[src/rtl/pgwr_seq.sv]
module pgwr_seq #(
  parameter int ADDR_W     = 11,
  parameter int PAGE_W     = 4,
  parameter int CYCLE_CLKS = 400
) (
  input  logic              clk,
  input  logic              rst_n,
  input  logic              addr_load,
  input  logic [ADDR_W-1:0] start_addr,
  input  logic              byte_valid,
  input  logic [7:0]        byte_data,
  input  logic              stop,
  input  logic              wp,
  output logic              busy,
  output logic              mem_we,
  output logic [ADDR_W-1:0] mem_addr,
  output logic [7:0]        mem_wdata,
  output logic [ADDR_W-1:0] addr_cnt
);
  localparam int NPOS  = 1 << PAGE_W;
  localparam int TW    = $clog2(CYCLE_CLKS);
  localparam int WR_AT = CYCLE_CLKS - NPOS;

  logic [ADDR_W-PAGE_W-1:0] page;
  logic [PAGE_W-1:0]        ptr;
  logic [NPOS-1:0]          valid;
  logic [7:0]               pbuf [NPOS];
  logic                     busy_q;
  logic [TW-1:0]            tmr;
  logic [TW-1:0]            woff;
  logic [PAGE_W-1:0]        pos;
  logic                     erase_ph, write_ph, last_tick;

  assign erase_ph  = busy_q && (tmr < TW'(NPOS));
  assign write_ph  = busy_q && (tmr >= TW'(WR_AT));
  assign last_tick = busy_q && (tmr == TW'(CYCLE_CLKS - 1));
  assign woff      = tmr - TW'(WR_AT);
  assign pos       = erase_ph ? tmr[PAGE_W-1:0] : woff[PAGE_W-1:0];

  assign busy      = busy_q;
  assign mem_we    = (erase_ph || write_ph) && valid[pos] && !wp;
  assign mem_addr  = {page, pos};
  assign mem_wdata = erase_ph ? 8'hFF : pbuf[pos];
  assign addr_cnt  = {page, ptr};

  always_ff @(posedge clk) begin
    if (!busy_q && !addr_load && byte_valid)
      pbuf[ptr] <= byte_data;
  end

  always_ff @(posedge clk or negedge rst_n) begin
    if (!rst_n) begin
      page   <= '0;
      ptr    <= '0;
      valid  <= '0;
      busy_q <= 1'b0;
      tmr    <= '0;
    end else if (busy_q) begin
      if (last_tick) begin
        busy_q <= 1'b0;
        tmr    <= '0;
        valid  <= '0;
        ptr    <= ptr - 1'b1;
      end else begin
        tmr <= tmr + 1'b1;
      end
    end else if (addr_load) begin
      page  <= start_addr[ADDR_W-1:PAGE_W];
      ptr   <= start_addr[PAGE_W-1:0];
      valid <= '0;
    end else if (byte_valid) begin
      valid[ptr] <= 1'b1;
      ptr        <= ptr + 1'b1;
    end else if (stop) begin
      if (|valid && !wp) busy_q <= 1'b1;
      else               valid  <= '0;
    end
  end
endmodule

[config.mk]
export PLATFORM = sky130hd
export DESIGN_NAME = pgwr_seq
export DESIGN_NICKNAME = d
export VERILOG_FILES = /design/src/rtl/pgwr_seq.sv
export SDC_FILE = /design/constraint.sdc
export NUM_CORES = 1
export LEC_CHECK = 0
export BUFFER_PORTS_ARGS = -buffer_cell sky130_fd_sc_hd__buf_2
export CAP_MARGIN = 40
export CORE_ASPECT_RATIO = 1.1
export CORE_UTILIZATION = 40
export DETAILED_ROUTE_END_ITERATION = 16
export GPL_ROUTABILITY_DRIVEN = 0
export SKIP_LAST_GASP = 1
export SLEW_MARGIN = 5
export SYNTH_ARGS = -nofsm -noshare
export SYNTH_HDL_FRONTEND = slang
export SYNTH_SLANG_ARGS = --single-unit
[constraint.sdc]
create_clock -name clk -period 2.4 [get_ports clk]
set_input_delay 0.24 -clock clk [delete_from_list [all_inputs] [get_ports clk]]
set_output_delay 0.24 -clock clk [all_outputs]
set_load 0.05 [all_outputs]
# Yosys cells after proc, flatten, opt, wreduce, memory -nomap -nowiden
# Memory sizes are Yosys's and may differ from the RTL's.
# Index checks and enable logic that the tools add are counted.
# Widths: inputs -> output; s select.
[totals] reg_bits=37 ram_bits=128 inputBits=25 output_inout_bits=32 memories=1
[op_classes] add_sub_neg=4 n_lt_le_gt_ge=5 n_eq_ne=3 n_mux=25 bitwise=2 reduce_logical=19
[mem_list] memory="pbuf" depth=16 word_bits=8 read_ports=1 rd_clocked_by_memory_dff=0 wr=1 line="27" source="logic [7:0] pbuf [NPOS];"
[op_table] op="$mux 16" n=6
[op_table] op="$mux 4" n=5
[op_table] op="$or 16x16->16" n=1
[op_table] op="$reduce_or 16->1" n=1
[op_table] op="$lt 4x5->1 const B" n=2
[op_table] op="$mux 1" n=10
[op_table] op="$add 9x1->9 const B" n=1
[op_table] op="$eq 9x9->1 const B" n=1
[op_table] op="$ge 9x9->1 const B" n=1
[op_table] op="$logic_and 1x1->1" n=9
[op_table] op="$lt 9x5->1 const B" n=1
[op_table] op="$mux 9" n=1
[op_table] op="$mux 8" n=1
[op_table] op="$sub 4x1->4 const B" n=2
[op_table] op="$add 4x1->4 const B" n=1
[op_table] op="$bmux 1 s4" n=1
[op_table] op="$demux 1 s4" n=1
[op_table] op="$ge 4x1->1 const B" n=1
[op_table] op="$ne 4x4->1 const B" n=1
[op_table] op="$reduce_and 2->1" n=2
[op_table] op="$reduce_bool 4->1" n=1
[op_table] op="$logic_not 1->1" n=3
[op_table] op="$reduce_and 3->1" n=1
[op_table] op="$reduce_bool 3->1" n=1
[op_table] op="3 further kinds" n=3

# Logic depth before layout (Yosys ltp)
# Gate-level depths: netlist of the first run.
[logic_depth] word_depth=8 mapped_depth=6 ltp_nobuf=6

# Worst setup path after synthesis of the first run
# Ideal clock, no wire load.
[synth_timing] path_kind="register -> output" startpoint="register busy_q, in the netlist busy" endpoint="output port mem_we" t_arrival_ns=2.247 slack_ns=-0.087 stages_incl_launch_ff=5 path_buffers=1 path_cell_list="dfrtp_1 > inv_1 > or4_1 > buf_2 > a221oi_2"
[synth_between] elab_chain_len=6 word_cells_on_any_way=8 classes_between="mux: 3; reduce/logical: 5"
[synth_rtl] item="start: declaration" line="28" source="logic busy_q;"
[synth_rtl] item="start signal: assignment" line="56" source="busy_q <= 1'b0;"
[synth_rtl] item="start signal: assignment" line="60" source="busy_q <= 1'b0;"
[synth_rtl] item="start signal: assignment" line="75" source="if (|valid && !wp) busy_q <= 1'b1;"
[synth_rtl] item="$logic_and 1x1->1" line="34" source="assign erase_ph = busy_q && (tmr < TW'(NPOS));"
[synth_rtl] item="$mux 4" line="38" source="assign pos = erase_ph ? tmr[PAGE_W-1:0] : woff[PAGE_W-1:0];"
[synth_rtl] item="$bmux 1 s4" line="41" source="assign mem_we = (erase_ph || write_ph) && valid[pos] && !wp;"
[synth_rtl] item="$mux 1 (implied by the code)" line="41"
[synth_rtl] item="$logic_and 1x1->1 (*) (2 in series)" line="41"
[synth_rtl] item="end: declaration" line="15" source="output logic mem_we,"
# Mark *: on every way between the ends. The rest lies on a longest branch, timed or not. The select of a mux whose other input is x is not followed.

# Worst setup path after layout of the first run
[layout_timing] startpoint="register tmr[5]" endpoint="output port mem_we"
[layout_between] elab_chain_len=7 word_cells_on_any_way=10 classes_between="order compare: 2; mux: 3; reduce/logical: 5"
[layout_rtl] item="start: declaration" line="29" source="logic [TW-1:0] tmr;"
[layout_rtl] item="start signal: assignment" line="65" source="tmr <= tmr + 1'b1;"
[layout_rtl] item="$lt 9x5->1" line="34"
[layout_rtl] item="$logic_and 1x1->1" line="34"
[layout_rtl] item="$mux 4" line="38"
[layout_rtl] item="$bmux 1 s4" line="41"
[layout_rtl] item="$mux 1 (implied by the code)" line="41"
[layout_rtl] item="$logic_and 1x1->1 (*) (2 in series)" line="41"
# Marks and branches as above.

==> key figures, run 1 <==
Clock network
  • TritonCTS clock tree: done
  • # H-tree levels: 4
  • Root buf cell: clkbuf_16
  • TritonCTS buffer count: 17
  • Clock Sinks: 165
  • Worst-Skew Late Latency: 0.43 ns
  • Clock Pin Slew Worst Setup and Hold Paths: ~0.060 ns
  • Longest Clk Path Bufs: 2

Pwr
  • P_sw: approximately 4.0 mW
  • Leakage: 3.041 nW
  • Worst vdd ir: 0.7993 mV
  • Gate power share: 40.8%
  • Power Density: about 1300 nW/um2
  • Tot Pwr: around 11 mW
  • Clock power frac: approximately a quarter
  • Part of the power in registers: 32.9%
  • Switching share of power: ~37%
  • Power Internal: between 6 and 7 mW

Global route
  • Gr usage total: 17.99%
  • Vias in the first global route: between 4000 and 5000
  • Initial antenna violation count: 0
  • Largest net degree at the start of global routing: 24
  • Total grt overflow: 0
  • First-pass GRT wire length: 23.45 mm

Yosys
  • Yosys reg bits: between 150 and 200
  • Post-synthesis sequential area ratio: 69.08%
  • Synth cell types: 44
  • Syn Inst Count: between 400 and 500
  • YS warnings: 0
  • Synth Cell Area: about 6900 um2
  • Syn Area/Cell: 17.09 um2
  • Syn_nets: 435

Floorplanning
  • Row cnt: 50
  • Die Ht: ~140 um
  • Initial Util: 40.72%
  • Die area: 17790 um2
  • Die W: 127.3 um
  • Core box area: about 17000 um2
  • Num ports: 57

Cells and area
  • Multi-input gate area: 2051 um2
  • Fin util: roughly 50%
  • Finished Layout Cells: ~730
  • Area growth, synth to finish: 22.82%
  • Fillers: between 1000 and 1500
  • Diodes inserted: 0
  • Reg area: 4773 um2
  • Final Net Count: 516
  • Layout cell share with drive strength beyond 1: 41.57%
  • Fin area: 8479 um2

Setup path
  • Reg2Reg Launch Point: tmr[1]$_DFFE_PN0P_
  • Buf/Inv on CP: 1
  • Critical Path AT: 2.18 ns
  • Worst Setup End Kind: primary output
  • Critical path class: flip-flop to primary output
  • Crit path largest cell delay: 0.46 ns
  • CP cell instances: or3_4 -> or4_4 -> a221oi_4 -> buf_6
  • Critical path launch point: tmr[5]$_DFFE_PN0P_
  • Slowest CP cell: or4_4
  • Worst Path Max Fanout: 4
  • CP Data Required Time: 2.16 ns
  • Setup crit start kind: flip-flop
  • Worst path top cell family by delay: simple AND/OR/NAND/NOR gates

Placement
  • Pre-CTS setup slack: approximately 0.19 ns
  • Cells after DPL: 693
  • Port Buffers: 56
  • Detailed placement HPWL: 9.965 mm
  • Area after DPL: 7599 um2

Run
  • MaxCap Viol Count: 0

Timing
  • Worst Clk Skew: 0.009204 ns
  • Worst slew pin tran: 0.5714 ns
  • Period minus WS final: 2.418 ns
  • Final hold vios: 0
  • Final period utilization: 100.7%
  • Unrepaired setup endpoints after global routing: true
  • Setup TNS: -0.01761 ns
  • Peak Freq: 413.6 MHz
  • Max transition margin: 61.56%
  • Finish-stage setup viols: 1
  • Slew Viols, Final: 0
  • Setup WS post-layout: -0.01761 ns
  • Hold_ws: between 0.04 and 0.05 ns

Route
  • DRT Wirelength: approximately 15 mm
  • Drc violations: 0
  • Via density per instance: between 5 and 6
  • Drt pass-1 iters: 4
  • DRT iter0 DRCs: 325
  • Antenna Violating Nets Remaining: 0
  • Vias: around 3900
  • DR WL/cell: 19.97 um

Min path
  • Min-delay src: start_addr[5]
  • Worst hold path type: input pin to flip-flop

Outcome
  • Failing checks: negative setup slack
  • Outcome: finished, violations left
## Yosys cell counts, drive strengths merged
cell,number,area share (%)
or3,1,0.16
nand4bb,4,0.65
o22ai,1,0.091
o31a,1,0.25
or4,1,0.11
nand4,4,0.36
buf,26,2.4
xor2,1,0.13
o21ai,3,0.22
clkbuf,7,0.38
o22a,1,0.13
a21oi,3,0.22
a221oi,1,0.22
nor2,46,2.5
and4,1,0.13
nand3b,1,0.11
dfrtp,37,13
a31o,2,0.25
nor4,6,0.54
o211ai,1,0.11
mux2i,3,0.43
ha,6,1.1
a22o,1,0.14
edfxtp,128,56
and2,1,0.091
mux2,10,1.6
a22oi,18,2.0
nor3,6,0.43
nor2b,3,0.27
inv,5,0.27
mux4,36,12
a211oi,3,0.51
o21ba,4,0.58
nand3,14,1.0
a31oi,1,0.31
nand2b,2,0.18
xnor2,6,0.76
a32oi,1,0.13
nand2,8,0.43
## layout make-up
type / count / area share [%]
Sequential cell: 165 / 56.29
Multi-Input combinational cell: 201 / 24.18
Timing Repair Buffer: 95 / 8.455
Clock buffer: 17 / 5.017
Tap cell: 234 / 3.453
Clock inverter: 15 / 2.376
Inverter: 5 / 0.2213
## power groups by stage
stage               Clock [mW]  Combinational, mW  Sequential [mW]
floorplan                    0               2.76             3.84
global placement             0               3.84             3.65
detailed placement           0               3.90             3.67
CTS                       2.91               4.37             3.58
global route              3.01               4.72             3.61
finish                    2.86               4.43             3.58
## cells in the final DEF, fill, tap and decap left out, types with 8 or more instances in the layout
| master | count |
|---|---|
| clkbuf_16 | 17 |
| buf_6 | 11 |
| mux2_2 | 9 |
| nand3_1 | 8 |
| buf_4 | 30 |
| buf_2 | 47 |
| nand2_1 | 8 |
| dfrtp_1 | 34 |
| nor2_1 | 46 |
| edfxtp_1 | 128 |
| a22oi_2 | 16 |
| mux4_2 | 36 |
## kinds of logic after synthesis
family,count (synthesis),synth area share (%)
DFF,165,69.08
and+or+nand+nor,98,6.996
muxes,49,13.81
AOI/OAI and AO/OA,41,5.111
buffers and inverters,38,3.027
xor gates and xnor gates,7,0.8880
adders and majority gates,6,1.087
## metal layers
| layer | global-route usage (%) | part of all wire [%] |
|---|---|---|
| met4 | 6.203 | 1.6 |
| met2 | 30.34 | 51 |
| met1 | 22.77 | 43 |
| met3 | 4.114 | 4.1 |
| met5 | 0 | 0 |
## timing repair
action / 4_1_cts / 5_1_grt
endpoints found under the hold margin: 14 / 0
cloned: 0 / 0
pin swaps: 6 / 7
gates resized for setup: 35 / 11
setup buffers: 6 / 0
hold buffers: 1 / 0
endpoints found under the setup margin: 9 / 9
## sequential cells by signal, indices dropped and copies added (netlist names)
signal  flops
busy        1
valid      16
tmr         9
page        7
pbuf      128
ptr         4
## final timing paths
kind                                        end  slack, ns  cells after the start
max in group asynchronous  valid[4]$_DFFE_PN0P_       1.67                      3
min                         page[1]$_DFFE_PN0P_       0.04                      2
min in group asynchronous    tmr[8]$_DFFE_PN0P_       0.27                      2
max reg2reg                valid[4]$_DFFE_PN0P_       0.30                      7
min reg2reg                valid[7]$_DFFE_PN0P_       0.52                      2
max                                      mem_we      -0.02                      4
Power figures use the tool's default switching activity.
==> run 2, diff against run 1 <==
--- a/config.mk
+++ b/config.mk
@@ -11,6 +11,7 @@
 export CORE_UTILIZATION = 40
 export DETAILED_ROUTE_END_ITERATION = 16
 export GPL_ROUTABILITY_DRIVEN = 0
+export REMOVE_ABC_BUFFERS = 1
 export SKIP_LAST_GASP = 1
 export SLEW_MARGIN = 5
 export SYNTH_ARGS = -nofsm -noshare
==> run 2 against run 1 <==
Effect of this change:
- the flow still finishes with violations (negative setup slack)
- critical path depth rose by 2
- core utilization fell by 0.27 points
- first-iteration DRC count fell by 16%
- count of clock-buffer cells in the layout rose by 1
- total power fell by 2.1%
- sequential share of layout area rose by 0.29 points
- clock skew fell by 0.0037 ns
- sequential cell count did not move
- maximum frequency barely moved
- non-clock buffer count rose by 1
- critical endpoint unchanged
- largest cell class unchanged
==> key figures, run 2 (synthesis gave the netlist of run 1 again) <==
Min path
  • Min-delay src: start_addr[8]
  • Worst hold path type: input pin to flip-flop

Setup path
  • Worst Path Max Fanout: 8 (+4)
  • Critical path launch point: tmr[0]$_DFFE_PN0P_
  • Worst path top cell family by delay: multiplexers
  • Slowest CP cell: mux4_2
  • Reg2Reg Launch Point: tmr[1]$_DFFE_PN0P_
  • CP cell instances: buf_12 -> buf_4 -> mux4_2 -> a22oi_2 -> a221oi_4 -> buf_6
  • CP Data Required Time: 2.16 ns (about the same)
  • Worst Setup End Kind: primary output
  • Buf/Inv on CP: 3 (+2)
  • Setup crit start kind: flip-flop
  • Critical Path AT: 2.18 ns (about the same)
  • Critical path class: flip-flop to primary output
  • Crit path largest cell delay: 0.52 ns (+0.06 ns)

Outcome
  • Outcome: finished, violations left
  • Failing checks: negative setup slack

Clock network
  • Root buf cell: clkbuf_16
  • TritonCTS clock tree: done
  • Longest Clk Path Bufs: 2 (unchanged)
  • TritonCTS buffer count: 17 (unchanged)
  • Clock Sinks: 165 (unchanged)
  • # H-tree levels: 4 (unchanged)
  • Worst-Skew Late Latency: 0.42 ns (about the same)
  • Clock Pin Slew Worst Setup and Hold Paths: 0.06 ns (about the same)

Cells and area
  • Commonest non-fill, non-tap cells in the layout: 128 x edfxtp_1, 47 x buf_2, 46 x nor2_1, 36 x mux4_2, 35 x dfrtp_1
  • Diodes inserted: 0 (unchanged)
  • Most common cell after layout, fill and taps aside: edfxtp_1
  • Biggest regs: pbuf: 128 flops, valid: 16 flops, tmr: 9 flops
  • Max reg flops: 128 (unchanged)
  • Biggest register: pbuf
  • Final Net Count: 517 (+0.19%)
  • Area growth, synth to finish: 22.16%
  • Fin area: 8434 um2 (-0.53%)
  • Finished Layout Cells: 733 (+0.14%)
  • Layout cell share with drive strength beyond 1: 40.68% (-0.88 points)

Timing
  • Peak Freq: 414.0 MHz (about the same)
  • Finish-stage setup viols: 1 (unchanged)
  • Slew Viols, Final: 0 (unchanged)
  • Setup WS post-layout: -0.01528 ns (+0.002324 ns)
  • Worst slew pin tran: 0.6692 ns (+0.09782 ns)
  • Unrepaired setup endpoints after global routing: true
  • Period minus WS final: 2.415 ns (-0.002324 ns)
  • Max transition margin: 55.30% (-6.3 points)
  • Final period utilization: 100.6% (about the same)
  • Worst Clk Skew: 0.005491 ns (-0.003713 ns)
  • Final hold vios: 0 (unchanged)

Run
  • MaxCap Viol Count: 0 (unchanged)

Placement
  • Area after DPL: 7545 um2 (-0.71%)
  • Cells after DPL: 690 (-0.43%)
  • Port Buffers: 56 (unchanged)
  • Detailed placement HPWL: 9.360 mm (-6.1%)

Route
  • Drt pass-1 iters: 4 (unchanged)
  • Vias: 3893 (-1.1%)
  • DRT iter0 DRCs: 274 (-16%)
  • Drc violations: 0 (unchanged)
  • DRT Wirelength: 14.67 mm (+0.39%)
  • Via density per instance: 5.311 (-1.2%)
  • DR WL/cell: 20.02 um (+0.25%)
  • Antenna Violating Nets Remaining: 0 (unchanged)

Global route
  • Vias in the first global route: 4100 (-2.0%)
  • Largest net degree at the start of global routing: 38 (+58%)
  • Initial antenna violation count: 0 (unchanged)
  • Busiest grt layer: met2
  • First-pass GRT wire length: 23.32 mm (-0.53%)
  • GR Util met3: 3.845% (-0.27 points)
  • Gr usage total: 18.09% (+0.10 points)
  • Grt met2 use: 29.71% (-0.63 points)
  • M1 GR Usage: 23.63% (+0.87 points)
  • Total grt overflow: 0 (unchanged)

Floorplanning
  • Die area: 17790 um2 (unchanged)
  • Initial Util: 40.72% (unchanged)
  • Row cnt: 50 (unchanged)
  • Num ports: 57 (unchanged)
  • Core box area: 16950 um2 (unchanged)
  • Die Ht: 139.8 um (unchanged)
  • Die W: 127.3 um (unchanged)

Pwr
  • Power Density: 1261 nW/um2 (-1.6%)
  • Leakage: 3.025 nW (-0.52%)
  • Worst vdd ir: 0.8430 mV (+5.5%)
run 2: cell count changes in the layout (fill, tap and decap cells not counted), sizes merged:
cell      delta
bufinv       -3
clkinv       +3
buf          +1
clkbuf       +1
clkinvlp     -1
run 2: report_power, final:
| part | switching [mW] | internal [mW] |
|---|---|---|
| Clock | 1.11 | 1.43 |
| Combinational | 2.71 | 1.84 |
| Sequential | 0.219 | 3.33 |
| Total | 4.04 | 6.60 |
run 2: area by class of cell:
| class | count | area [um2] |
|---|---|---|
| fillers | 1409 | 8519 |
| clock buffers | 18 | 429.2 |
| clock inverters | 14 | 128.9 |
| flip-flops and latches | 165 | 4772 |
| inverters | 5 | 18.77 |
| multi-input cells | 201 | 2032 |
| repair buffers | 96 | 760.7 |
| well taps | 234 | 292.8 |
run 2: metal layers:
metal / share of wire, % / wire length (um)
met2: 50 / 7289
met4: 1.6 / 239
met3: 4.5 / 657
met5: 0 / 0
met1: 44 / 6486
run 2: worst paths after layout:
check	endpoint	slack [ns]	depth (start not counted)
max in group asynchronous	tmr[1]$_DFFE_PN0P_	1.89	3
worst min-delay path	page[4]$_DFFE_PN0P_	0.04	2
worst max register to register	ptr[3]$_DFFE_PN0P_	0.28	7
worst max-delay path	mem_we	-0.02	6
min in group asynchronous	tmr[4]$_DFFE_PN0P_	0.31	3
worst min register to register	valid[5]$_DFFE_PN0P_	0.53	2
run 2: per-stage QoR:
step	utilization (%)	setup TNS [ns]	hold slack (ns)	setup slack (ns)	total power, mW
5_1_grt	49.75	-0.4986	0.03557	-0.09076	11.13
3_5_place_dp	44.50	0	0.2190	0.2057	7.511
3_3_place_gp	44.38	0	0.3854	0.1790	7.467
6_report	49.75	-0.01528	0.04148	-0.01528	10.64
2_1_floorplan	-	-33.54	-0.05559	-1.131	6.386
4_1_cts	49.68	-0.2536	0.02805	-0.05362	10.72
run 2: worst register-to-register path, stage by stage, from the launching register on:
cell and delay, ns:
dfrtp_2 0.40, buf_4 0.20, buf_4 0.15, ha_1 0.19
nand3_1 0.12, o31a_4 0.35, a31oi_4 0.22, mux2_1 0.35
run 2: repair_timing:
item                       CTS  global route
gates resized for setup     40             7
setup endpoints to repair    9             9
pin swaps                   12             5
gates cloned                 3             0
buffers inserted             8             0
hold buffers                 1             0
hold endpoints to repair    37             0
